File: src/rtl/hzScalePkg.sv
package hzScalePkg;

  localparam int PHASE_W  = 6;
  localparam int COEF_ONE = 1 << PHASE_W;
  localparam int COEF_W   = 8;
  localparam int OFF_FRAC = 5;

  typedef struct packed {
    logic               start;
    logic               shift;
    logic               fire;
    logic               headOdd;
    logic [PHASE_W-1:0] lumaPhase;
    logic [PHASE_W-1:0] chromaPhase;
  } hzCtl_t;

  function automatic int sharpAmt(input logic [PHASE_W-1:0] p);
    int pi;
    pi = int'(p);
    return (pi * (COEF_ONE - pi)) >>> PHASE_W;
  endfunction

  function automatic logic signed [COEF_W-1:0] lumaCoef(input logic [PHASE_W-1:0] p, input int d);
    int pi, s, q, c;
    pi = int'(p);
    s  = sharpAmt(p);
    q  = s >>> 2;
    case (d)
      -2, 3:   c = q;
      -1, 2:   c = -s - q;
      0:       c = COEF_ONE - pi + s;
      1:       c = pi + s;
      default: c = 0;
    endcase
    return COEF_W'(c);
  endfunction

  function automatic logic signed [COEF_W-1:0] chromaCoef(input logic [PHASE_W-1:0] p, input int d);
    int pi, h, c;
    pi = int'(p);
    h  = sharpAmt(p) >>> 1;
    case (d)
      -1, 2:   c = -h;
      0:       c = COEF_ONE - pi + h;
      1:       c = pi + h;
      default: c = 0;
    endcase
    return COEF_W'(c);
  endfunction

endpackage

File: src/rtl/hzScaleCtl.sv
module hzScaleCtl
  import hzScalePkg::*;
#(
  parameter int INC_W     = 13,
  parameter int FRAC_W    = 10,
  parameter int OFF_W     = 8,
  parameter int LUMA_TAPS = 10
) (
  input  logic             clk,
  input  logic             rstN,
  input  logic             inValid,
  input  logic             inSol,
  input  logic [INC_W-1:0] lumaInc,
  input  logic [OFF_W-1:0] phaseOffset,
  output logic             inReady,
  output hzCtl_t           ctl
);

  localparam int OFF_INT_W = OFF_W - OFF_FRAC;
  localparam int LEAD      = LUMA_TAPS / 2;
  localparam int PEND_MAX  = (1 << OFF_INT_W) - 1 + LEAD;
  localparam int PEND_W    = $clog2(PEND_MAX + 1);
  localparam int STEP_W    = INC_W + 1;
  localparam int CARRY_W   = STEP_W - FRAC_W;

  logic              active;
  logic [FRAC_W-1:0] frac;
  logic [PEND_W-1:0] pend;
  logic              headOdd;

  logic [STEP_W-1:0]  stepSum;
  logic [CARRY_W-1:0] carry;
  logic               due, needPix, start, shift;

  always_comb begin
    stepSum = STEP_W'(frac) + STEP_W'(lumaInc);
    carry   = stepSum[STEP_W-1:FRAC_W];
    due     = active && (pend == '0);
    needPix = (pend != '0) || (carry != '0);
    inReady = !active || needPix;
    start   = inValid && inSol;
    shift   = inValid && !inSol && active && needPix;
  end

  always_comb begin
    ctl.start       = start;
    ctl.shift       = shift;
    ctl.fire        = due;
    ctl.headOdd     = headOdd;
    ctl.lumaPhase   = frac[FRAC_W-1 -: PHASE_W];
    ctl.chromaPhase = {~headOdd, frac[FRAC_W-1 -: PHASE_W-1]};
  end

  always_ff @(posedge clk) begin
    if (!rstN) begin
      active  <= 1'b0;
      frac    <= '0;
      pend    <= '0;
      headOdd <= 1'b0;
    end else if (start) begin
      active  <= 1'b1;
      frac    <= {phaseOffset[OFF_FRAC-1:0], {(FRAC_W-OFF_FRAC){1'b0}}};
      pend    <= PEND_W'(phaseOffset[OFF_W-1:OFF_FRAC]) + PEND_W'(LEAD);
      headOdd <= 1'b0;
    end else begin
      if (due) begin
        frac <= stepSum[FRAC_W-1:0];
        pend <= PEND_W'(carry) - PEND_W'(shift);
      end else if (shift) begin
        pend <= pend - PEND_W'(1);
      end
      if (shift) headOdd <= ~headOdd;
    end
  end

  p_pend_bound_r5: assert property (@(posedge clk) disable iff (!rstN)
    pend <= PEND_W'(PEND_MAX));

  p_start_no_fire_r6: assert property (@(posedge clk) disable iff (!rstN)
    (inValid && inSol) |=> !ctl.fire);

endmodule

File: src/rtl/hzScaleDp.sv
module hzScaleDp
  import hzScalePkg::*;
#(
  parameter int PIX_W       = 8,
  parameter int LUMA_TAPS   = 10,
  parameter int CHROMA_TAPS = 4
) (
  input  logic             clk,
  input  logic             rstN,
  input  logic [PIX_W-1:0] inY,
  input  logic [PIX_W-1:0] inC,
  input  hzCtl_t           ctl,
  output logic             outValid,
  output logic [PIX_W-1:0] outY,
  output logic [PIX_W-1:0] outC
);

  localparam int SUM_W    = PIX_W + COEF_W + $clog2(LUMA_TAPS) + 1;
  localparam int LUMA_CTR = LUMA_TAPS / 2 - 1;
  localparam int CHR_CTR  = CHROMA_TAPS / 2 - 1;
  localparam logic signed [SUM_W-1:0] ROUND_S = SUM_W'(1 << (PHASE_W - 1));
  localparam logic signed [SUM_W-1:0] PIX_MAX = SUM_W'((1 << PIX_W) - 1);

  logic [PIX_W-1:0] lumaWin [LUMA_TAPS];
  logic [PIX_W-1:0] cbWin   [CHROMA_TAPS];
  logic [PIX_W-1:0] crWin   [CHROMA_TAPS];
  logic [PIX_W-1:0] cbHold;
  logic             firstPair;
  logic             outOdd;

  logic signed [SUM_W-1:0] lumaSum, cbSum, crSum;

  function automatic logic [PIX_W-1:0] satPix(input logic signed [SUM_W-1:0] a);
    logic signed [SUM_W-1:0] r;
    r = (a + ROUND_S) >>> PHASE_W;
    if (r < 0)            return '0;
    else if (r > PIX_MAX) return '1;
    else                  return r[PIX_W-1:0];
  endfunction

  always_comb begin
    lumaSum = '0;
    for (int k = 0; k < LUMA_TAPS; k++)
      lumaSum = lumaSum + SUM_W'(lumaCoef(ctl.lumaPhase, k - LUMA_CTR))
                        * $signed(SUM_W'(lumaWin[k]));
  end

  always_comb begin
    cbSum = '0;
    crSum = '0;
    for (int k = 0; k < CHROMA_TAPS; k++) begin
      cbSum = cbSum + SUM_W'(chromaCoef(ctl.chromaPhase, k - CHR_CTR))
                    * $signed(SUM_W'(cbWin[k]));
      crSum = crSum + SUM_W'(chromaCoef(ctl.chromaPhase, k - CHR_CTR))
                    * $signed(SUM_W'(crWin[k]));
    end
  end

  always_ff @(posedge clk) begin
    if (!rstN) begin
      outValid  <= 1'b0;
      outY      <= '0;
      outC      <= '0;
      outOdd    <= 1'b0;
      cbHold    <= '0;
      firstPair <= 1'b0;
      for (int k = 0; k < LUMA_TAPS; k++) lumaWin[k] <= '0;
      for (int k = 0; k < CHROMA_TAPS; k++) begin
        cbWin[k] <= '0;
        crWin[k] <= '0;
      end
    end else begin
      outValid <= ctl.fire;
      if (ctl.fire) begin
        outY   <= satPix(lumaSum);
        outC   <= outOdd ? satPix(crSum) : satPix(cbSum);
        outOdd <= ~outOdd;
      end
      if (ctl.start) begin
        for (int k = 0; k < LUMA_TAPS; k++) lumaWin[k] <= inY;
        cbHold    <= inC;
        firstPair <= 1'b1;
        outOdd    <= 1'b0;
      end else if (ctl.shift) begin
        for (int k = 0; k < LUMA_TAPS - 1; k++) lumaWin[k] <= lumaWin[k+1];
        lumaWin[LUMA_TAPS-1] <= inY;
        if (ctl.headOdd) begin
          cbHold <= inC;
        end else if (firstPair) begin
          firstPair <= 1'b0;
          for (int k = 0; k < CHROMA_TAPS; k++) begin
            cbWin[k] <= cbHold;
            crWin[k] <= inC;
          end
        end else begin
          for (int k = 0; k < CHROMA_TAPS - 1; k++) begin
            cbWin[k] <= cbWin[k+1];
            crWin[k] <= crWin[k+1];
          end
          cbWin[CHROMA_TAPS-1] <= cbHold;
          crWin[CHROMA_TAPS-1] <= inC;
        end
      end
    end
  end

  p_shift_loads_newest_r2: assert property (@(posedge clk) disable iff (!rstN)
    ctl.shift |=> (lumaWin[LUMA_TAPS-1] == $past(inY)));

  p_fire_gives_valid_r5: assert property (@(posedge clk) disable iff (!rstN)
    ctl.fire |=> outValid);

  p_no_fire_no_valid_r5: assert property (@(posedge clk) disable iff (!rstN)
    !ctl.fire |=> !outValid);

endmodule

File: src/rtl/hzPolyScaler.sv
module hzPolyScaler
  import hzScalePkg::*;
#(
  parameter int PIX_W       = 8,
  parameter int INC_W       = 13,
  parameter int FRAC_W      = 10,
  parameter int OFF_W       = 8,
  parameter int LUMA_TAPS   = 10,
  parameter int CHROMA_TAPS = 4
) (
  input  logic             clk,
  input  logic             rstN,
  input  logic             inValid,
  input  logic             inSol,
  input  logic [PIX_W-1:0] inY,
  input  logic [PIX_W-1:0] inC,
  output logic             inReady,
  input  logic [INC_W-1:0] lumaInc,
  input  logic [OFF_W-1:0] phaseOffset,
  output logic             outValid,
  output logic [PIX_W-1:0] outY,
  output logic [PIX_W-1:0] outC
);

  hzCtl_t ctl;

  hzScaleCtl #(
    .INC_W(INC_W), .FRAC_W(FRAC_W), .OFF_W(OFF_W), .LUMA_TAPS(LUMA_TAPS)
  ) u_ctl (
    .clk(clk), .rstN(rstN), .inValid(inValid), .inSol(inSol),
    .lumaInc(lumaInc), .phaseOffset(phaseOffset),
    .inReady(inReady), .ctl(ctl)
  );

  hzScaleDp #(
    .PIX_W(PIX_W), .LUMA_TAPS(LUMA_TAPS), .CHROMA_TAPS(CHROMA_TAPS)
  ) u_dp (
    .clk(clk), .rstN(rstN), .inY(inY), .inC(inC), .ctl(ctl),
    .outValid(outValid), .outY(outY), .outC(outC)
  );

endmodule

File: config.mk
export PLATFORM = sky130hd
export DESIGN_NAME = hzPolyScaler
export DESIGN_NICKNAME = d
export VERILOG_FILES = /design/src/rtl/hzScalePkg.sv /design/src/rtl/hzScaleCtl.sv /design/src/rtl/hzScaleDp.sv /design/src/rtl/hzPolyScaler.sv
export SDC_FILE = /design/constraint.sdc
export NUM_CORES = 2
export LEC_CHECK = 0
export BUFFER_PORTS_ARGS = -buffer_cell sky130_fd_sc_hd__buf_2
export CAP_MARGIN = 10
export CORE_MARGIN = 2
export CORE_UTILIZATION = 65
export CTS_CLUSTER_DIAMETER = 40
export DETAILED_ROUTE_END_ITERATION = 12
export GPL_ROUTABILITY_DRIVEN = 0
export HOLD_SLACK_MARGIN = 0.12
export PLACE_DENSITY_LB_ADDON = 0.3
export SLEW_MARGIN = 15
export SYNTH_ARGS = -nofsm -noshare
export SYNTH_HDL_FRONTEND = slang
export SYNTH_SLANG_ARGS = --single-unit
File: constraint.sdc
create_clock -name clk -period 20.5 [get_ports clk]
set_input_delay 3.075 -clock clk [delete_from_list [all_inputs] [get_ports clk]]
set_output_delay 3.075 -clock clk [all_outputs]
set_load 0.02 [all_outputs]
Word-level counts from Yosys, hierarchy flattened
Memory sizes are Yosys's and may differ from the RTL's.
Cells that the tools add are included.
{"block": "word_totals", "elab_cells": 196, "ramBits": 144, "regBits": 43, "mem_count": 3, "out_inout_bits": 18}
{"block": "classes", "n_reduce_logical": 19, "n_addsub": 27, "magnitude_cmp": 6, "mul": 16, "n_mux": 74, "bitwise_logic": 39, "n_eq_ne": 1}
{"memory": "u_dp.lumaWin", "words": 10, "width": 8, "rd": 9, "rd_ports_with_merged_regs": 0, "write_ports": 10, "line_no": "hzScaleDp.sv:24", "source": "logic [PIX_W-1:0] lumaWin [LUMA_TAPS];"}
{"memory": "u_dp.cbWin", "words": 4, "width": 8, "rd": 4, "rd_ports_with_merged_regs": 0, "write_ports": 4, "line_no": "hzScaleDp.sv:25", "source": "logic [PIX_W-1:0] cbWin [CHROMA_TAPS];"}
{"memory": "u_dp.crWin", "words": 4, "width": 8, "rd": 4, "rd_ports_with_merged_regs": 0, "write_ports": 4, "line_no": "hzScaleDp.sv:26", "source": "logic [PIX_W-1:0] crWin [CHROMA_TAPS];"}
{"operator": "two-way mux 8 bit", "count": 46}
{"operator": "multiplier 8 x 9 -> 17 bit", "count": 14}
{"operator": "adder 21 bit", "count": 11}
{"operator": "adder 21 x 7 -> 21 bit, second input constant", "count": 3}
{"operator": "greater-than comparator 15 x 9 -> 1 bit, second input constant", "count": 3}
{"operator": "less-than comparator 15 x 1 -> 1 bit, second input constant", "count": 3}
{"operator": "OR 1 bit", "count": 36}
{"operator": "multiplier 7 x 8 -> 15 bit", "count": 2}
{"operator": "two-way mux 1 bit", "count": 23}
{"operator": "two-way mux 10 bit", "count": 2}
{"operator": "adder 7 x 8 -> 8 bit", "count": 2}
{"operator": "adder 8 bit", "count": 2}
{"operator": "negator 8 bit", "count": 2}
{"operator": "subtractor 7 x 6 -> 8 bit, first input constant", "count": 2}
{"operator": "adder 10 x 13 -> 14 bit", "count": 1}
{"operator": "two-way mux 4 bit", "count": 3}
{"operator": "nonzero test 4 bit", "count": 2}
{"operator": "subtractor 8 bit", "count": 1}
{"operator": "nonzero test 2 bit", "count": 3}
{"operator": "logical AND 1 bit", "count": 5}
{"operator": "adder 3 x 3 -> 4 bit, second input constant", "count": 1}
{"operator": "zero test 4 bit", "count": 1}
{"operator": "AND reduction 2 bit", "count": 2}
{"operator": "subtractor 4 x 1 -> 4 bit", "count": 1}
{"operator": "other kinds (7)", "count": 11}

Longest topological paths before layout
{"block": "depth", "ltp_word": 14, "depth_mapped": 67}

By module
Synthesis repeated with hierarchy kept, for this count alone.
{"block": "hier_totals", "hier_cells": 4833, "hier_area_um2": 45303.4}
{"module": "hzScaleDp", "instances": 1, "area_each_um2": 43804.5, "seq_area_each_um2": 4384.2, "cells_each": 4645}
{"module": "hzScaleCtl", "instances": 1, "area_each_um2": 1498.9, "seq_area_each_um2": 320.3, "cells_each": 188}

Least setup slack after synthesis
No wires, ideal clock.
{"block": "synth_path", "path_kind": "reg-to-reg", "from": "register u_ctl.frac[6]", "to": "register u_dp.outY[4]", "path_slack_ns": 5.324, "path_stages_with_launch": 66, "n_path_buf": 3, "arrival_ns": 15.036, "cell_sequence": "dfxtp_1 clkbuf_1 clkinv_1 ha_1 nand2_1 nor2_1 ha_1 nor2_1 fa_1 inv_1 fa_1 inv_1 fa_1 inv_1 fa_1 inv_1 ha_1 nand3_1 (+30 left out) o21a_1 nor2_1 xnor2_1 fa_1 fa_1 inv_1 fa_1 inv_1 ha_1 ha_1 a21o_1 a21oi_1 nor2b_1 or2_2 or4_1 a211o_1 a2111oi_4 a211oi_1"}
{"block": "synth_between", "elab_chain_len": 14, "word_cells_on_any_way": 22}
{"item": "start, declared", "line_no": "hzScaleCtl.sv:27", "source": "logic [FRAC_W-1:0] frac;"}
{"item": "start signal, assigned", "line_no": "hzScaleCtl.sv:62", "source": "frac <= {phaseOffset[OFF_FRAC-1:0], {(FRAC_W-OFF_FRAC){1'b0}}};"}
{"item": "start signal, assigned", "line_no": "hzScaleCtl.sv:67", "source": "frac <= stepSum[FRAC_W-1:0];"}
{"item": "subtractor 7 x 6 -> 8 bit"}
{"item": "multiplier 7 x 8 -> 15 bit"}
{"item": "negator 8 bit", "line_no": "hzScalePkg.sv:30", "source": "-1, 2: c = -s - q;"}
{"item": "subtractor 8 bit"}
{"item": "multiplier 8 x 9 -> 17 bit", "line_no": "hzScaleDp.sv:45", "source": "* $signed(SUM_W'(lumaWin[k]));"}
{"item": "adder 21 bit (4 in a row)", "line_no": "hzScaleDp.sv:44", "source": "lumaSum = lumaSum + SUM_W'(lumaCoef(ctl.lumaPhase, k - LUMA_CTR))"}
{"item": "adder 21 bit (*)", "line_no": "hzScaleDp.sv:44"}
{"item": "adder 21 x 7 -> 21 bit (*)", "line_no": "hzScaleDp.sv:35", "source": "r = (a + ROUND_S) >>> PHASE_W;"}
{"item": "greater-than comparator 15 x 9 -> 1 bit", "line_no": "hzScaleDp.sv:37", "source": "else if (r > PIX_MAX) return '1;"}
{"item": "two-way mux 8 bit", "line_no": "hzScaleDp.sv:37"}
{"item": "two-way mux 8 bit (*)", "line_no": "hzScaleDp.sv:36", "source": "if (r < 0) return '0;"}
{"item": "end signal, assigned", "line_no": "hzScaleDp.sv:75", "source": "outY <= satPix(lumaSum);"}
{"item": "end, declared", "line_no": "hzScaleDp.sv:14", "source": "output logic [PIX_W-1:0] outY,"}
Every way passes the cells marked *; elsewhere a longest branch is shown, timed or not.
A chain may end at the register's enable or synchronous reset.

Final worst setup path
{"block": "layout_path", "from": "register u_ctl.frac[6]", "to": "register u_dp.outY[7]"}
Same word-level chain as after synthesis.

==> results.md <==
- Residual antenna-violating net count after detailed routing: 0
- Number of failing setup endpoints in the final timing report: 0
- Post CTS Setup Buffer Count: 0
- WS Path Type: register to register
- Number of CTS-inserted buffers: 17
- Crit-path most repeated cell: inv_1
- Area growth from synthesis to final layout: 4.12%
- Initial standard-cell utilization of the core: 65.6%
- Cell type contributing the most total cell area after synthesis: fa_1
- Global routing usage on met3: ~9.9%
- Ratio of cells with drive above 1 in the final layout: 3.92%
- Maximum level of the CTS H-tree: 4
- Startpoint type of the worst setup path: register
- Worst reg2reg path startpoint: u_ctl.frac[6]$_SDFFE_PN0P_
- Crit Path Max Fanout: 19
- Final #Nets: slightly below 7k
- CTS max path bufs: 2
- Residual DRC: 0
- Number of core rows: 99
- Hold path cells: 2
- Finished layout cell area: 0.0497 mm2
- WL/cell: ~19 um
- GRT overflow: 0
- Routed Wire Length: 120 mm
- Fin. max-slew vios: 0
- TritonRoute pass-1 iters: 7
- Core Box Area: around 0.073 mm2
- Via count of the first global-routing pass: between 30k and 40k
- Clock root buffer master: clkbuf_16
- Vias per std cell: 5.82
- Post-synth design cell area: 0.0478 mm2
- Most common cell after layout, fill and taps aside: inv_1
- Measured slew at the worst slew-check pin: 1220 ps
- Count of distinct cell types in the synthesized netlist: 79
- Share of the clock period used by the worst path: around four fifths
- Number of synthesized register bits: 171
- Total of hold buffers inserted after clock tree synthesis: 0
- First-pass GRT wire length: between 150 and 200 mm
- Layer with the highest usage: met2
- TritonCTS clock tree: done
- Mean instance size in the synthesized netlist: 8.95 um2
- Number of cells produced by synthesis: 5334
- Total number of vias: 36.7k
- Result of the run: finished, final reports clean
- Critical-path top delay cell: xnor2_2
- Worst slew margin relative to its limit: 18.4%
- Number of buffer cells added on primary ports: 58
- CTS resizes: 0
- Number of synthesized flops with an enable pin: ~130
- Endpoint required time on the critical path: 20870 ps
- Post-detail-place hpwl: 97.7 mm
- Hold WC Path Type: register to register
- Final total negative setup slack: 0 ps
- DIE HEIGHT: about 280 um
- Final-report hold violation count: 0
- R2R cell count: 62
- Worst Hold End: u_ctl.frac[0]$_SDFFE_PP0P_
- Top cells by area in the synthesized netlist: fa_1 29%, ha_1 22%, inv_1 8.2%, edfxtp_1 8.0%, and2_1 6.8%
- Reg-to-reg setup timing slack: around 3800 ps
- Met1 routing resource usage after global routing: between 40 and 50%
- Number of DRC violations after detailed-routing iteration 0: 2843
- Sequential share of the synthesized area: 9.85%
- RSZ-0062 raised after global routing: false
- TritonCTS sink count: approximately 170
- Total track usage: around 33%
- Share of async-settable or async-resettable flops after synthesis: 0%
- Biggest cell delay along the critical path: roughly 800 ps
- Flip-flop cell with the highest count after synthesis: edfxtp_1
- Clock transition time at the flip-flop clock pins of the worst setup and hold paths: 80 ps
- Max capacitance violation total: 0
- Width of the die: 275 um
- Warnings, synthesis: 0
- Post-detailed-placement cell area: 0.0491 mm2
- Number of I/O pins: 59
- Number of antenna violations at the first check in global routing: 2
- Clock period minus worst slack: 16690 ps
- Data arrival time of the worst path: 17060 ps
- Commonest cells after routing, fill and taps aside: 1049 x inv_1, 835 x ha_1, 682 x fa_1
- Largest net degree at the start of global routing: 58
- Floorplan die area: roughly 0.076 mm2
- FMAX: 59.9 MHz
- Clock insertion delay at the later pin of the skew report: 510 ps
- Crit Reg-Reg Endpoint: u_dp.outY[7]$_SDFFE_PN0P_
- Area share of the largest cell type after synthesis: 28.6%
- Met2 demand-to-capacity share in global routing: 47.7%
- Worst Setup End Kind: register
- Max Clock Skew: 22.1 ps
- Worst hold path startpoint: u_ctl.frac[0]$_SDFFE_PP0P_
==> area by class of cell <==
cell class | count | area (um2)
clock buffers | 19 | 433
repair buffers | 98 | 591
flip-flops and latches | 171 | 4700
inverters | 1052 | 3950
clock inverters | 13 | 175
diodes | 2 | 5.00
multi-input cells | 3984 | 38700
fillers | 5743 | 23100
well taps | 959 | 1200
==> state kept, by name, indices dropped and copies added (netlist names) <==
name,flops
u_ctl.active,1
u_ctl.frac,10
u_ctl.headOdd,1
u_ctl.pend,4
u_dp.cbHold,8
u_dp.cbWin,32
u_dp.crWin,32
u_dp.firstPair,1
u_dp.lumaWin,64
u_dp.outC,8
u_dp.outOdd,1
u_dp.outValid,1
u_dp.outY,8
==> how the worst max path moves through the flow <==
stage	startpoint	end	slack [ps]	cells past startpoint
2_1_floorplan	u_ctl.frac[6]$_SDFFE_PN0P_	u_dp.outY[4]$_SDFFE_PN0P_	5320	65
3_3_place_gp	u_ctl.frac[6]$_SDFFE_PN0P_	u_dp.outY[7]$_SDFFE_PN0P_	4470	62
3_5_place_dp	u_ctl.frac[6]$_SDFFE_PN0P_	u_dp.outY[6]$_SDFFE_PN0P_	4050	62
4_1_cts	u_ctl.frac[6]$_SDFFE_PN0P_	u_dp.outY[6]$_SDFFE_PN0P_	4010	62
5_1_grt	u_ctl.frac[6]$_SDFFE_PN0P_	u_dp.outY[6]$_SDFFE_PN0P_	2820	62
6_report	u_ctl.frac[6]$_SDFFE_PN0P_	u_dp.outY[7]$_SDFFE_PN0P_	3810	62
==> cell usage after synthesis, types with 23 or more instances <==
library cell,count
o31a_1,27
o211ai_1,32
edfxtp_1,128
fa_1,682
o21bai_1,50
o21a_1,72
and2_1,517
nor2_1,248
o41ai_1,30
xor2_1,91
nand2_1,481
inv_1,1049
dfxtp_1,43
nor2b_1,87
nand2b_1,23
a21oi_1,249
ha_1,835
xnor2_1,149
a21o_1,55
or2_2,31
clkbuf_1,113
o21ai_0,50
nor3_1,53
==> stage by stage <==
stage	setup slack, ps	std cells	util (%)	hold slack [ps]
global route	2820	6296	68.3	495
global placement	4470	6264	67.4	447
detailed placement	4050	6264	67.4	454
finish	3810	6298	68.3	462
floorplan	5320	5343	-	436
CTS	4010	6296	68.3	464
==> critical path, delay by kind of cell (launching register included) <==
family / cells / cell delay, ps
flip-flops: 1 / 650
AND/OR/NAND/NOR: 9 / 1260
buffers and inverters: 14 / 1720
XOR/XNOR: 4 / 1260
adder cells (fa/ha/maj): 19 / 8330
AO/OA/AOI/OAI: 16 / 3320
==> kinds of logic after synthesis <==
group / after synthesis / synth area share [%]
and+or+nand+nor: 1542 / 16.4
adders and majority gates: 1517 / 50.5
buffers and inverters: 1188 / 9.39
AOI/OAI and AO/OA: 657 / 9.07
xor gates and xnor gates: 244 / 4.55
DFF: 171 / 9.85
muxes: 14 / 0.304
other: 1 / 0.00785
==> layer usage <==
| layer | part of all wire, % | vias up | wire length [um] |
|---|---|---|---|
| li1 | - | 16900 | - |
| met4 | 2.6 | 4 | 3110 |
| met3 | 12 | 197 | 13900 |
| met5 | 0.019 | - | 23 |
| met1 | 43 | 18100 | 52100 |
| met2 | 42 | 1447 | 50800 |
Power is not shown: default switching activity piles up to over one toggle a cycle in this logic, so the estimate is an artifact.
